## src/rtl/rmw_pkg.sv

```systemverilog
package rmw_pkg;
  typedef enum logic [3:0] {
    OP_SHL  = 4'd0,  OP_ASR  = 4'd1,  OP_BCLR = 4'd2,  OP_BSET = 4'd3,
    OP_CLR  = 4'd4,  OP_COM  = 4'd5,  OP_DEC  = 4'd6,  OP_INC  = 4'd7,
    OP_SHL2 = 4'd8,  OP_LSR  = 4'd9,  OP_NEG  = 4'd10, OP_ROL  = 4'd11,
    OP_ROR  = 4'd12, OP_TST  = 4'd13
  } rmw_op_e;

  typedef enum logic [1:0] {
    TGT_DIR = 2'd0, TGT_EXT = 2'd1, TGT_RA = 2'd2, TGT_RB = 2'd3
  } rmw_tgt_e;

  typedef enum logic [1:0] {
    ST_IDLE, ST_RD, ST_MOD, ST_FIN
  } rmw_st_e;

  localparam int unsigned OP_LAST = 13;
endpackage

```

## src/rtl/rmw_alu.sv

```systemverilog
module rmw_alu
  import rmw_pkg::*;
#(
  parameter int unsigned DW = 8,
  localparam int unsigned BW = $clog2(DW)
) (
  input  logic [3:0]    op_i,
  input  logic [DW-1:0] opnd_i,
  input  logic          cin_i,
  input  logic [BW-1:0] bit_i,
  output logic [DW-1:0] res_o,
  output logic          cout_o,
  output logic          flg_upd_o
);
  always_comb begin
    res_o     = opnd_i;
    cout_o    = cin_i;
    flg_upd_o = 1'b1;
    unique case (op_i)
      OP_SHL, OP_SHL2: begin
        res_o  = {opnd_i[DW-2:0], 1'b0};
        cout_o = opnd_i[DW-1];
      end
      OP_ASR: begin
        res_o  = {opnd_i[DW-1], opnd_i[DW-1:1]};
        cout_o = opnd_i[0];
      end
      OP_LSR: begin
        res_o  = {1'b0, opnd_i[DW-1:1]};
        cout_o = opnd_i[0];
      end
      OP_ROL: begin
        res_o  = {opnd_i[DW-2:0], cin_i};
        cout_o = opnd_i[DW-1];
      end
      OP_ROR: begin
        res_o  = {cin_i, opnd_i[DW-1:1]};
        cout_o = opnd_i[0];
      end
      OP_BCLR: begin
        res_o[bit_i] = 1'b0;
        flg_upd_o    = 1'b0;
      end
      OP_BSET: begin
        res_o[bit_i] = 1'b1;
        flg_upd_o    = 1'b0;
      end
      OP_CLR: res_o = '0;
      OP_COM: begin
        res_o  = ~opnd_i;
        cout_o = 1'b1;
      end
      OP_DEC: res_o = opnd_i - 1'b1;
      OP_INC: res_o = opnd_i + 1'b1;
      OP_NEG: begin
        res_o  = '0 - opnd_i;
        cout_o = |opnd_i;
      end
      OP_TST: res_o = opnd_i;
      default: flg_upd_o = 1'b0;
    endcase
  end
endmodule

```

## src/rtl/rmw_ctrl.sv

```systemverilog
module rmw_ctrl
  import rmw_pkg::*;
#(
  parameter int unsigned DW  = 8,
  parameter int unsigned AW  = 16,
  parameter int unsigned ZPW = 8,
  localparam int unsigned BW = $clog2(DW)
) (
  input  logic          clk_i,
  input  logic          rst_ni,
  input  logic          start_i,
  input  logic [3:0]    op_i,
  input  logic [1:0]    tgt_i,
  input  logic [AW-1:0] addr_i,
  input  logic [BW-1:0] bit_i,
  input  logic          c_i,
  input  logic [DW-1:0] opnd_i,
  input  logic [DW-1:0] mem_rdata_i,
  // to alu
  output logic [3:0]    alu_op_o,
  output logic [DW-1:0] alu_opnd_o,
  output logic          alu_cin_o,
  output logic [BW-1:0] alu_bit_o,
  output logic          cap_o,
  // bus / completion
  output logic          mem_re_o,
  output logic          mem_we_o,
  output logic [AW-1:0] mem_addr_o,
  output logic          reg_we_o,
  output logic          done_o,
  output logic          err_o
);
  rmw_st_e       st_q, st_d;
  logic [3:0]    op_q;
  logic [BW-1:0] bit_q;
  logic          c_q, mem_q, err_q;
  logic [AW-1:0] addr_q;

  logic live, is_bit, is_reg, illegal, accept;

  assign live    = (st_q == ST_IDLE);
  assign accept  = live && start_i;
  assign is_bit  = (op_i == OP_BCLR) || (op_i == OP_BSET);
  assign is_reg  = (tgt_i == TGT_RA) || (tgt_i == TGT_RB);
  assign illegal = (op_i > 4'(OP_LAST)) || (is_bit && (tgt_i != TGT_DIR));

  always_comb begin
    st_d = st_q;
    unique case (st_q)
      ST_IDLE: if (start_i) st_d = (illegal || is_reg) ? ST_FIN : ST_RD;
      ST_RD:   st_d = ST_MOD;
      ST_MOD:  st_d = ST_FIN;
      default: st_d = ST_IDLE;
    endcase
  end

  always_ff @(posedge clk_i or negedge rst_ni) begin
    if (!rst_ni) begin
      st_q   <= ST_IDLE;
      op_q   <= '0;
      bit_q  <= '0;
      c_q    <= 1'b0;
      mem_q  <= 1'b0;
      err_q  <= 1'b0;
      addr_q <= '0;
    end else begin
      st_q <= st_d;
      if (accept) begin
        op_q   <= op_i;
        bit_q  <= bit_i;
        c_q    <= c_i;
        mem_q  <= !is_reg && !illegal;
        err_q  <= illegal;
        addr_q <= (tgt_i == TGT_DIR) ? {{(AW-ZPW){1'b0}}, addr_i[ZPW-1:0]} : addr_i;
      end
    end
  end

  // register operands are processed in the start cycle, memory ones in the modify cycle
  assign alu_op_o   = live ? op_i  : op_q;
  assign alu_bit_o  = live ? bit_i : bit_q;
  assign alu_cin_o  = live ? c_i   : c_q;
  assign alu_opnd_o = live ? opnd_i : mem_rdata_i;
  assign cap_o      = (accept && is_reg && !illegal) || (st_q == ST_MOD);

  assign mem_re_o   = (st_q == ST_RD);
  assign mem_addr_o = addr_q;
  assign done_o     = (st_q == ST_FIN);
  assign err_o      = done_o && err_q;
  assign mem_we_o   = done_o && mem_q && (op_q != OP_TST);
  assign reg_we_o   = done_o && !mem_q && !err_q && (op_q != OP_TST);

  p_no_rw_overlap_r1: assert property (@(posedge clk_i) disable iff (!rst_ni)
    !(mem_re_o && mem_we_o));
  p_write_after_read_r1: assert property (@(posedge clk_i) disable iff (!rst_ni)
    mem_we_o |-> ($past(mem_re_o, 2) && mem_addr_o == $past(mem_addr_o, 2)));
  p_done_pulse_r1: assert property (@(posedge clk_i) disable iff (!rst_ni)
    done_o |=> !done_o);
  p_reg_no_bus_r2: assert property (@(posedge clk_i) disable iff (!rst_ni)
    reg_we_o |-> (!$past(mem_re_o) && !mem_we_o));
  p_reject_quiet_r9: assert property (@(posedge clk_i) disable iff (!rst_ni)
    err_o |-> (!$past(mem_re_o) && !mem_we_o && !reg_we_o));
  p_tst_no_write_r7: assert property (@(posedge clk_i) disable iff (!rst_ni)
    (done_o && op_q == OP_TST) |-> !(mem_we_o || reg_we_o));
endmodule

```

## src/rtl/rmw_flags.sv

```systemverilog
module rmw_flags
  import rmw_pkg::*;
#(
  parameter int unsigned DW = 8
) (
  input  logic          clk_i,
  input  logic          rst_ni,
  input  logic          cap_i,
  input  logic [DW-1:0] res_i,
  input  logic          cout_i,
  input  logic          flg_upd_i,
  output logic [DW-1:0] res_o,
  output logic          n_o,
  output logic          z_o,
  output logic          c_o
);
  logic [DW-1:0] res_q;
  logic          n_q, z_q, c_q;

  always_ff @(posedge clk_i or negedge rst_ni) begin
    if (!rst_ni) begin
      res_q <= '0;
      n_q   <= 1'b0;
      z_q   <= 1'b0;
      c_q   <= 1'b0;
    end else if (cap_i) begin
      res_q <= res_i;
      if (flg_upd_i) begin
        n_q <= res_i[DW-1];
        z_q <= ~|res_i;
        c_q <= cout_i;
      end
    end
  end

  assign res_o = res_q;
  assign n_o   = n_q;
  assign z_o   = z_q;
  assign c_o   = c_q;

  p_bit_flags_hold_r8: assert property (@(posedge clk_i) disable iff (!rst_ni)
    (cap_i && !flg_upd_i) |=> ($stable(n_q) && $stable(z_q) && $stable(c_q)));
  p_zero_flag_r6: assert property (@(posedge clk_i) disable iff (!rst_ni)
    (cap_i && flg_upd_i) |=> (z_q == (res_q == '0) && n_q == res_q[DW-1]));
  p_no_cap_hold_r9: assert property (@(posedge clk_i) disable iff (!rst_ni)
    !cap_i |=> ($stable(res_q) && $stable(c_q)));
endmodule

```

## src/rtl/rmw_unit.sv

```systemverilog
module rmw_unit
  import rmw_pkg::*;
#(
  parameter int unsigned DW  = 8,
  parameter int unsigned AW  = 16,
  parameter int unsigned ZPW = 8,
  localparam int unsigned BW = $clog2(DW)
) (
  input  logic          clk_i,
  input  logic          rst_ni,
  input  logic          start_i,
  input  logic [3:0]    op_i,
  input  logic [1:0]    tgt_i,
  input  logic [AW-1:0] addr_i,
  input  logic [BW-1:0] bit_i,
  input  logic          c_i,
  input  logic [DW-1:0] opnd_i,
  output logic          mem_re_o,
  output logic          mem_we_o,
  output logic [AW-1:0] mem_addr_o,
  output logic [DW-1:0] mem_wdata_o,
  input  logic [DW-1:0] mem_rdata_i,
  output logic          reg_we_o,
  output logic [DW-1:0] reg_wdata_o,
  output logic          done_o,
  output logic          err_o,
  output logic          n_o,
  output logic          z_o,
  output logic          c_o
);
  logic [3:0]    alu_op;
  logic [DW-1:0] alu_opnd, alu_res, res_q;
  logic          alu_cin, alu_cout, alu_upd, cap;
  logic [BW-1:0] alu_bit;

  rmw_ctrl #(.DW(DW), .AW(AW), .ZPW(ZPW)) u_ctrl (
    .clk_i, .rst_ni, .start_i, .op_i, .tgt_i, .addr_i, .bit_i, .c_i, .opnd_i,
    .mem_rdata_i,
    .alu_op_o(alu_op), .alu_opnd_o(alu_opnd), .alu_cin_o(alu_cin),
    .alu_bit_o(alu_bit), .cap_o(cap),
    .mem_re_o, .mem_we_o, .mem_addr_o, .reg_we_o, .done_o, .err_o
  );

  rmw_alu #(.DW(DW)) u_alu (
    .op_i(alu_op), .opnd_i(alu_opnd), .cin_i(alu_cin), .bit_i(alu_bit),
    .res_o(alu_res), .cout_o(alu_cout), .flg_upd_o(alu_upd)
  );

  rmw_flags #(.DW(DW)) u_flags (
    .clk_i, .rst_ni, .cap_i(cap), .res_i(alu_res), .cout_i(alu_cout),
    .flg_upd_i(alu_upd), .res_o(res_q), .n_o, .z_o, .c_o
  );

  assign mem_wdata_o = res_q;
  assign reg_wdata_o = res_q;
endmodule

```

## config.mk

```make
export PLATFORM = sky130hd
export DESIGN_NAME = rmw_unit
export DESIGN_NICKNAME = d
export VERILOG_FILES = /design/src/rtl/rmw_pkg.sv /design/src/rtl/rmw_alu.sv /design/src/rtl/rmw_ctrl.sv /design/src/rtl/rmw_flags.sv /design/src/rtl/rmw_unit.sv
export SDC_FILE = /design/constraint.sdc
export NUM_CORES = 1
export LEC_CHECK = 0
export ABC_CLOCK_PERIOD_IN_PS = 4700
export BUFFER_PORTS_ARGS = -buffer_cell sky130_fd_sc_hd__buf_2
export CORE_MARGIN = 1
export CORE_UTILIZATION = 50
export CTS_CLUSTER_DIAMETER = 80
export DETAILED_ROUTE_END_ITERATION = 12
export PLACE_DENSITY = 0.78
export SYNTH_ARGS = -nofsm -noshare
export SYNTH_HDL_FRONTEND = slang
export SYNTH_HIERARCHICAL = 1
export SYNTH_SLANG_ARGS = --single-unit
```

## constraint.sdc

```tcl
create_clock -name clk_i -period 4.7 [get_ports clk_i]
set_input_delay 0.47 -clock clk_i [delete_from_list [all_inputs] [get_ports clk_i]]
set_output_delay 0.47 -clock clk_i [all_outputs]
set_load 0.02 [all_outputs]
```

==> impl_metrics.tcl <==
set metrics [dict create \
    rsz0062_at_grt "false" \
    synth_edf_count 0 \
    fillers 545 \
    antenna_left 0 \
    place_hpwl_um 6240 \
    combPwrFrac_pct 71.4 \
    yosysWarnings 6 \
    gp_congestion 0.950 \
    setup.worst_path.end_class "flip-flop" \
    grtUsageTotal_pct 26.9 \
    avgSynthCellArea_um2 9.31 \
    reg2reg_slack_ns 0.51 \
    ctsLongestPathBuffers 2 \
    start_util_pct 53.0 \
    antenna_cells 0 \
    pre_cts_slack_ns 0.616 \
    maxSlewViolCount 0 \
    crit_type "flip-flop to flip-flop" \
    yosysSeqAreaShare_pct 30.4 \
    finalHoldViolations 0 \
    fin_crit_sh_pct 89.1 \
    multiInputGateArea_mm2 0.00200 \
    cts_setup_buffers 0 \
    insertion_delay_ns 0.29 \
    finalNetCount 464 \
    final_util_pct 60.3 \
    vias 3000 \
    antenna_found_initial 0 \
    slowest_delay_ns 0.56 \
    finalWirelength_um 8470 \
    synth_cell_type_count 64 \
    p_per_area_mw_per_mm2 854 \
    coreArea_mm2 0.00606 \
    leakage_uw 0.00174 \
    syn_inst 345 \
    crit_chain "inv_1 > ha_1 > mux2_2 > inv_1 > nor3_1 > nand2_1 > ha_1 > a21o_1 > a21oi_2 > xor2_1 > nor2_1 > or4_1 > nor4_1 > a41o_1" \
    layout_min_cycle_time_ns 4.19 \
    r2r-start "u_ctrl/st_q[0]" \
    path_delay_family "simple AND/OR/NAND/NOR gates" \
    rows 28 \
    path_clk_slew_ns 0.09 \
    hold_slack_ns 0.274 \
    grt_max_degree 40 \
    pwr-share-clk_pct 9.1 \
    seqPwrFrac_pct 19.5 \
    grt_overflow 0 \
    tritoncts.num_buffers 5 \
    ir_worst_vdd_mv 0.523 \
    die_y_um 82.1 \
    htreeDepth 2 \
    grt_first_pass_wirelength_um 13800 \
    arrival_ns 4.41 \
    avgViaCountPerCell 6.21 \
    syn-num-nets 402 \
    max_slew.worst_pin.slew_ns 1.14 \
    yosys_most_used_dff "dfrtp_1" \
    dieArea_mm2 0.00675 \
    path_max_fanout 26 \
    intPower_uw 1570 \
    syn2layout_area_growth_pct 13.9 \
    timing.rr.end "u_flags/z_o" \
    setup_tns_ns 0 \
    ys_ff_latch 39 \
    wl_per_cell_um 17.5 \
    design_area_mm2 0.00366 \
    post_cts_resized 0 \
    cts_sinks 39 \
    fmax_ghz 0.239 \
    grt_pass1_vias 2796 \
    path_buf_inv 2 \
    outcome "complete, no violations" \
    worst_slack_ns 0.513 \
    power_switching_uw 1550 \
    seq_area_um2 976 \
    drc 0 \
    place_area_mm2 0.00354 \
    slowest_stage "or4_1" \
    worstSetupStartpointType "flip-flop" \
    first_iter_violations 432 \
    slew_headroom_pct 23.6 \
    power_switching_share_pct 49.8 \
    root_buffer "clkbuf_8" \
    setup_viol 0 \
    postCtsHoldBufs 0 \
    ios 85 \
    async_flop_share_pct 100 \
    reg2reg_depth 14 \
    worstPathRequired_ns 4.93 \
    cap_violations 0 \
    holdCritPathClass "input port to async pin" \
    synth_area_mm2 0.00321 \
    port_buffers 84 \
    cts_tree "yes" \
    drtPass1Iterations 7 \
    fin_skew_ns 0.0148 \
    dieWidth_um 82.1 \
    drive_gt1_share_pct 35.3 \
]
stage by stage:
step,total power [uW],instances
3_5_place_dp,2780,475
6_report,3120,483
3_3_place_gp,2750,475
5_1_grt,3340,483
2_1_floorplan,2350,345
4_1_cts,3080,483
area by class of cell:
type	count	share of cell area, %
flip-flops and latches	39	26.7
clock inverters	3	1.27
well taps	75	2.57
clock buffers	5	1.88
repair buffers	86	11.9
multi-input cells	265	54.7
inverters	10	1.03
flip-flops by register name (all words and copies together) (netlist names):
register           flops
u_ctrl/mem_addr_o     16
u_flags/res_o          8
u_ctrl/op_q            4
u_ctrl/bit_q           3
u_ctrl/st_q            2
u_ctrl/c_q             1
u_ctrl/err_q           1
u_ctrl/mem_q           1
u_flags/c_o            1
u_flags/n_o            1
u_flags/z_o            1
cells in the mapped netlist, drive strengths merged, types with 4 or more instances:
cell type / n / area share [%]
nand2: 20 / 2.6
inv: 10 / 1.2
nand3: 9 / 1.4
nand2b: 5 / 0.97
nor2b: 5 / 0.97
a21oi: 16 / 2.6
ha: 11 / 4.3
a22o: 9 / 2.5
a211oi: 4 / 0.94
a211o: 5 / 1.4
buf: 26 / 5.6
nor3: 10 / 1.7
o21ai: 16 / 2.5
nor2: 29 / 3.5
o22ai: 5 / 0.97
a31oi: 4 / 0.78
and3: 5 / 0.97
mux2: 42 / 16
a21o: 4 / 0.94
dfrtp: 39 / 30
mux2i: 9 / 2.8
nand3b: 5 / 1.2
clkbuf: 5 / 0.62
worst max-delay path by stage:
stage          cells past startpoint  slack (ns)     endpoint           start
2_1_floorplan                     15        0.97  u_flags/z_o  u_ctrl/st_q[0]
3_3_place_gp                      14        0.84  u_flags/z_o  u_ctrl/st_q[0]
3_5_place_dp                      14        0.62  u_flags/z_o  u_ctrl/st_q[0]
4_1_cts                           14        0.60  u_flags/z_o  u_ctrl/st_q[0]
5_1_grt                           14        0.23  u_flags/z_o  u_ctrl/st_q[0]
6_report                          14        0.51  u_flags/z_o  u_ctrl/st_q[0]
worst reg2reg max path, delay by kind of cell, from the launching register on:
family                   cells  cell delay, ns
AND/OR/NAND/NOR              5            1.50
adder cells (fa/ha/maj)      2            0.64
multiplexers                 1            0.55
AO/OA/AOI/OAI                3            0.54
flip-flops                   1            0.41
buffers and inverters        2            0.30
XOR/XNOR                     1            0.18
power groups by stage:
stage | logic, uW | registers [uW] | clock network (uW)
3_5_place_dp | 2180 | 606 | 0
4_1_cts | 2190 | 607 | 291
6_report | 2230 | 608 | 285
3_3_place_gp | 2150 | 602 | 0
2_1_floorplan | 1620 | 732 | 0
5_1_grt | 2400 | 629 | 305
logic make-up after synthesis:
logic type	count (synthesis)	synth area share [%]
mux	51	18.6
buf+inv	41	7.37
compound gates	90	19.6
simple gates	106	17.5
flops	39	30.4
fa+ha+maj	12	4.91
xor+xnor	6	1.64
per-layer routing:
| layer | vias to the layer above | part of all wire [%] | track usage (%) |
|---|---|---|---|
| met5 | - | 0 | 0 |
| li1 | 1399 | - | - |
| met1 | 1414 | 44 | 37.0 |
| met3 | 22 | 8.5 | 5.71 |
| met2 | 165 | 45 | 42.6 |
| met4 | 0 | 2.0 | 7.19 |
placed cells by master (no fill, tap or decap), drive strengths merged, types with 9 or more instances in the layout:
cell type,Yosys,routed
buf,26,86
mux2i,9,9
nand3,9,9
mux2,42,42
a22o,9,9
o21ai,16,16
nor2,29,29
nor3,10,10
ha,11,11
inv,10,11
dfrtp,39,39
nand2,20,20
a21oi,16,16
(Power assumes the default switching activity.)
